**src/rtl/pagemap_mmu.sv**
```systemverilog
module pagemap_mmu #(
  parameter int OFS_W = 14
) (
  input  logic                 clk,
  input  logic                 rst_n,
  input  logic [OFS_W+1:0]     cpu_addr,
  input  logic [7:0]           cpu_wdata,
  input  logic                 port_wr,
  input  logic                 mem_req,
  output logic [OFS_W+3:0]     phys_addr,
  output logic                 ram_ce,
  output logic                 rom_a_cs_n,
  output logic                 rom_b_cs_n
);
  localparam int BANK_W = 4;
  localparam int PSEL_W = 2;
  localparam int PAGES  = 1 << PSEL_W;
  localparam int CPU_AW = OFS_W + PSEL_W;

  logic                           boot_q;
  logic                           rom_pick_q;
  logic [PAGES-1:0][BANK_W-1:0]   tbl;
  logic [BANK_W-1:0]              sel_bank;
  logic [BANK_W-1:0]              hi_bits;
  logic                           rom_hit;

  always_ff @(posedge clk or negedge rst_n)
    if (!rst_n) begin
      boot_q     <= 1'b1;
      rom_pick_q <= 1'b1;
    end else if (port_wr) begin
      boot_q     <= cpu_wdata[7];
      rom_pick_q <= cpu_wdata[6];
    end

  always_ff @(posedge clk)
    for (int p = 0; p < PAGES; p++)
      if (port_wr && cpu_wdata[5:4] == PSEL_W'(p))
        tbl[p] <= cpu_wdata[BANK_W-1:0];

  assign sel_bank  = tbl[cpu_addr[CPU_AW-1:OFS_W]];
  assign hi_bits   = boot_q ? {BANK_W{1'b1}} : sel_bank;
  assign phys_addr = {hi_bits, cpu_addr[OFS_W-1:0]};

  assign rom_hit    = mem_req & hi_bits[BANK_W-1];
  assign ram_ce     = mem_req & ~hi_bits[BANK_W-1];
  assign rom_a_cs_n = ~(rom_hit & rom_pick_q);
  assign rom_b_cs_n = ~(rom_hit & ~rom_pick_q);
endmodule

```
**config.mk**
```make
export PLATFORM = sky130hd
export DESIGN_NAME = pagemap_mmu
export DESIGN_NICKNAME = d
export VERILOG_FILES = /design/src/rtl/pagemap_mmu.sv
export SDC_FILE = /design/constraint.sdc
export NUM_CORES = 1
export LEC_CHECK = 0
export BUFFER_PORTS_ARGS = -buffer_cell sky130_fd_sc_hd__clkbuf_2
export CAP_MARGIN = 15
export CORE_AREA = 8 8 74 63
export DETAILED_ROUTE_END_ITERATION = 12
export DIE_AREA = 0 0 82 71
export SLEW_MARGIN = 25
export SYNTH_ARGS = -nofsm -noshare
export SYNTH_HDL_FRONTEND = slang
export SYNTH_SLANG_ARGS = --single-unit
```
**constraint.sdc**
```tcl
create_clock -name clk -period 1.9 [get_ports clk]
set_input_delay 0.095 -clock clk [delete_from_list [all_inputs] [get_ports clk]]
set_output_delay 0.095 -clock clk [all_outputs]
set_load 0.01 [all_outputs]
```
# Yosys cells after proc, flatten, opt, wreduce, memory -nomap -nowiden
# Cells that the tools add are included.
# word_totals
regBits	18
latch_bits	0
ram_bits	0
rom_bits	0
in_bits	28
out_inout_bits	21
word_cells	26
mem_count	0
# op_classes
n_addsub	0
multipliers	0
div_mod_pow	0
n_lt_le_gt_ge	1
eq_ne	3
n_shift	0
n_mux	3
bitwise	8
reduce_logical	5
# ops
cell	count
4-bit binary-select mux with 2-bit select	1
4-bit two-way mux	2
1-bit bitwise AND	4
2-bit == test (second input constant)	2
1-bit logical AND	4
1-bit NOT	4
2-bit by 3-bit < comparator with 1-bit output (second input constant)	1
2-bit by 1-bit == test with 1-bit output (second input constant)	1
2-bit zero test	1

# Longest topological paths before layout
# logic_depth
depth_word	6
mapped_depth	4
mapped_depth_nobuf	3

# Worst setup path before layout
# Ideal clock, no wire load.
# synth_path
path_kind	reg-to-output
start	register boot_q
end	output rom_b_cs_n
arrival_ns	1.142
required_time_ns	1.805
setup_slack_ns	0.663
stages_incl_launch_ff	4
n_path_buf	0
path_cell_list	dfstp_2 nor2b_1 a22oi_1 nand3b_1
# synth_between
elab_chain_cells	4
# synth_rtl
element	line_no	rtl
start, declared	20	logic boot_q;
start signal, assigned	32	boot_q <= cpu_wdata[7];
4-bit two-way mux	42	assign hi_bits = boot_q ? {BANK_W{1'b1}} : sel_bank;
net phys_addr[17]	10	output logic [OFS_W+3:0] phys_addr,
1-bit bitwise AND	45	assign rom_hit = mem_req & hi_bits[BANK_W-1];
1-bit bitwise AND	48	assign rom_b_cs_n = ~(rom_hit & ~rom_pick_q);
1-bit NOT	48	
end, declared	13	output logic rom_b_cs_n
# The timed path passes the listed nets, and every way through them passes these cells.

# Worst setup path after layout
# layout_path
start	register boot_q
end	output rom_b_cs_n
# layout_between
elab_chain_cells	4
# layout_rtl
element	line_no
4-bit two-way mux	42
1-bit bitwise AND	45
1-bit bitwise AND	48
1-bit NOT	48
# No other way between the ends.

==> results_dict.tcl <==
set metrics [dict create \
    outcome "completed" \
    crit_arrival_ps 1480 \
    reg2reg_from "boot_q" \
    finalSetupViolations 0 \
    cts_num_sinks 18 \
    cts_max_path_buffers 2 \
    ys_ff_latch 18 \
    leakagePower_nw 0.356 \
    worstMarginPinSlew_ps 396 \
    final_util_pct 26.6 \
    grt_pass1_vias 496 \
    worstSetupStartpoint "boot_q" \
    dp.final_hpwl_mm 1.27 \
    synth_cell_type_count 17 \
    rows 20 \
    port_buffers 20 \
    crit_path_max_incr_delay_ps 580 \
    clk_pin_slew_ps 70 \
    fin_tns_setup_ps 0 \
    fin_crit_ps 1570 \
    globalplace.congestion 0.718 \
    initial_core_util_pct 23.8 \
    slew_viol_final 0 \
    hold_class "in2reg" \
    relSlewSlack_pct 73.5 \
    crit_family "flip-flops" \
    slowest_stage "dfstp_2" \
    numCtsBuffers 3 \
    layout.nets 94 \
    fin_worst_skew_ps 0 \
    whs_path_depth 1 \
    worstSetupEndpointType "output port" \
    grt_pass1_wl_mm 2.49 \
    grt_overflow 0 \
    wl_mm 1.63 \
    core_area_mm2 0.00355 \
    fp.dieW_um 82 \
    worstHoldStart "cpu_wdata[2]" \
    reg2reg_slack_ps 1110 \
    power.density_mw_per_mm2 868 \
    synthCells 54 \
    r2r_cells 1 \
    ctsHtreeMaxLevel 1 \
    fillCellCount 384 \
    crit_type "reg2out" \
    die_y_um 71 \
    grt_max_degree 11 \
    worst_skew_pair.late_latency_ps 250 \
    vdd_drop_max_mv 0.444 \
    drt_iter0_markers 11 \
    drive_above_1_share_pct 47.7 \
    syn_to_final_growth_pct 12.0 \
    grt_use_total_pct 5.95 \
    synth_nets 82 \
    postCtsSetupBuffers 0 \
    yosysSeqAreaShare_pct 63.1 \
    avgSynthCellArea_um2 15.6 \
    drc 0 \
    ys_warn_count 0 \
    root_buffer "clkbuf_8" \
    wl_per_cell_um 15.0 \
    cp-start-kind "flip-flop" \
    power_w 0.000821 \
    final_antenna_net_count 0 \
    n_antenna_cell 0 \
    cts_tree "yes" \
    grt_setup_unrepaired "no" \
    fin_crit_sh_pct 82.8 \
    crit_buf_inv 1 \
    hold_viol_final 0 \
    synthesis.area_um2 845 \
    crit_chain "nor2b_1 > a22oi_1 > nand3b_1 > clkbuf_2" \
    io_pins 49 \
    via_per_inst 4.02 \
    crit_required_ps 1800 \
    routed-via-count 438 \
    crit_fanout 6 \
    die_area_mm2 0.00582 \
    rr_endpoint "boot_q" \
    antenna_found_initial 0 \
    clock.fmax_mhz 635 \
    hold-path-endpoint "tbl[10]" \
    firstDrtPassIters 3 \
    cap_violations 0 \
]
cells by family after synthesis:
logic type,count (synthesis),synth area share [%]
flip-flops,18,63.1
AO/OA/AOI/OAI,1,0.889
buffers and inverters,15,13.8
AND/OR/NAND/NOR,13,9.19
multiplexers,7,13.0
worst max-delay path by stage:
| stage | to | slack, ps | depth (start not counted) |
|---|---|---|---|
| after floorplan | rom_b_cs_n | 660 | 3 |
| after global placement | rom_a_cs_n | 580 | 4 |
| after detailed placement | rom_a_cs_n | 560 | 4 |
| after CTS | rom_a_cs_n | 280 | 4 |
| after global routing | rom_b_cs_n | 140 | 4 |
| final | rom_b_cs_n | 330 | 4 |
final cells by class:
cell class                 instances  area, µm²  area share [%]
clock buffer                       3       41.3            4.37
clock inverter                     1       3.75           0.397
multi-input combinational         21        195            20.6
sequential                        18        533            56.3
tap                               44       55.1            5.82
timing repair buffer              22        118            12.4
placed cells by master (no fill, tap or decap), drive strengths merged:
| cell type | Yosys | layout |
|---|---|---|
| nand3b | 1 | 1 |
| a22oi | 1 | 1 |
| clkbuf | 0 | 23 |
| clkinv | 0 | 1 |
| mux2 | 2 | 2 |
| and3 | 1 | 1 |
| and3b | 1 | 1 |
| buf | 15 | 1 |
| dfstp | 2 | 2 |
| nor2b | 2 | 2 |
| nor3b | 1 | 1 |
| or2 | 3 | 3 |
| nand2 | 1 | 1 |
| nand3 | 1 | 1 |
| edfxtp | 16 | 16 |
| mux2i | 2 | 2 |
| mux4 | 3 | 3 |
| dlygate4sd3 | 0 | 1 |
| nor2 | 2 | 2 |
state kept, by name, summed over array words and instances, names as in the netlist:
| signal | cells |
|---|---|
| rom_pick_q | 1 |
| tbl | 16 |
| boot_q | 1 |
stage by stage:
stage	instances	hold slack [ps]	setup WS, ps	area (µm²)
global route	109	62.5	138	946
CTS	109	58.1	278	946
global placement	104	50.7	584	891
detailed placement	104	54.6	555	891
floorplan	54	-52.8	663	845
finish	109	65.8	326	946
cell usage after synthesis (all sizes together):
| cell type | instances | area [µm²] |
|---|---|---|
| nand3 | 1 | 5.00 |
| or2 | 3 | 18.8 |
| nand2 | 1 | 3.75 |
| nand3b | 1 | 7.51 |
| mux2i | 2 | 20.0 |
| dfstp | 2 | 52.6 |
| and3 | 1 | 6.26 |
| nor2b | 2 | 12.5 |
| edfxtp | 16 | 480 |
| a22oi | 1 | 7.51 |
| mux4 | 3 | 67.6 |
| mux2 | 2 | 22.5 |
| nor2 | 2 | 7.51 |
| nor3b | 1 | 7.51 |
| buf | 15 | 116 |
| and3b | 1 | 8.76 |
metal layers:
metal	vias up	track usage, %	share of wire (%)
li1	210	-	-
met1	195	7.05	46
met2	27	8.32	42
met3	6	3.67	11
met4	0	2.53	0.80
met5	-	0	0
power by group:
group / internal [W] / switching [W] / leakage (nW) / total, W
clock: 0.000143 / 0.000124 / 0.0231 / 0.000267
combinational: 0.0000442 / 0.0000439 / 0.165 / 0.0000881
sequential: 0.000457 / 0.00000837 / 0.168 / 0.000465
total: 0.000645 / 0.000176 / 0.356 / 0.000821
what timing repair did:
action	4_1_cts	5_1_grt
hold buffers	1	0
gates resized for setup	0	0
hold endpoints to repair	2	0
(Power assumes the default switching activity.)
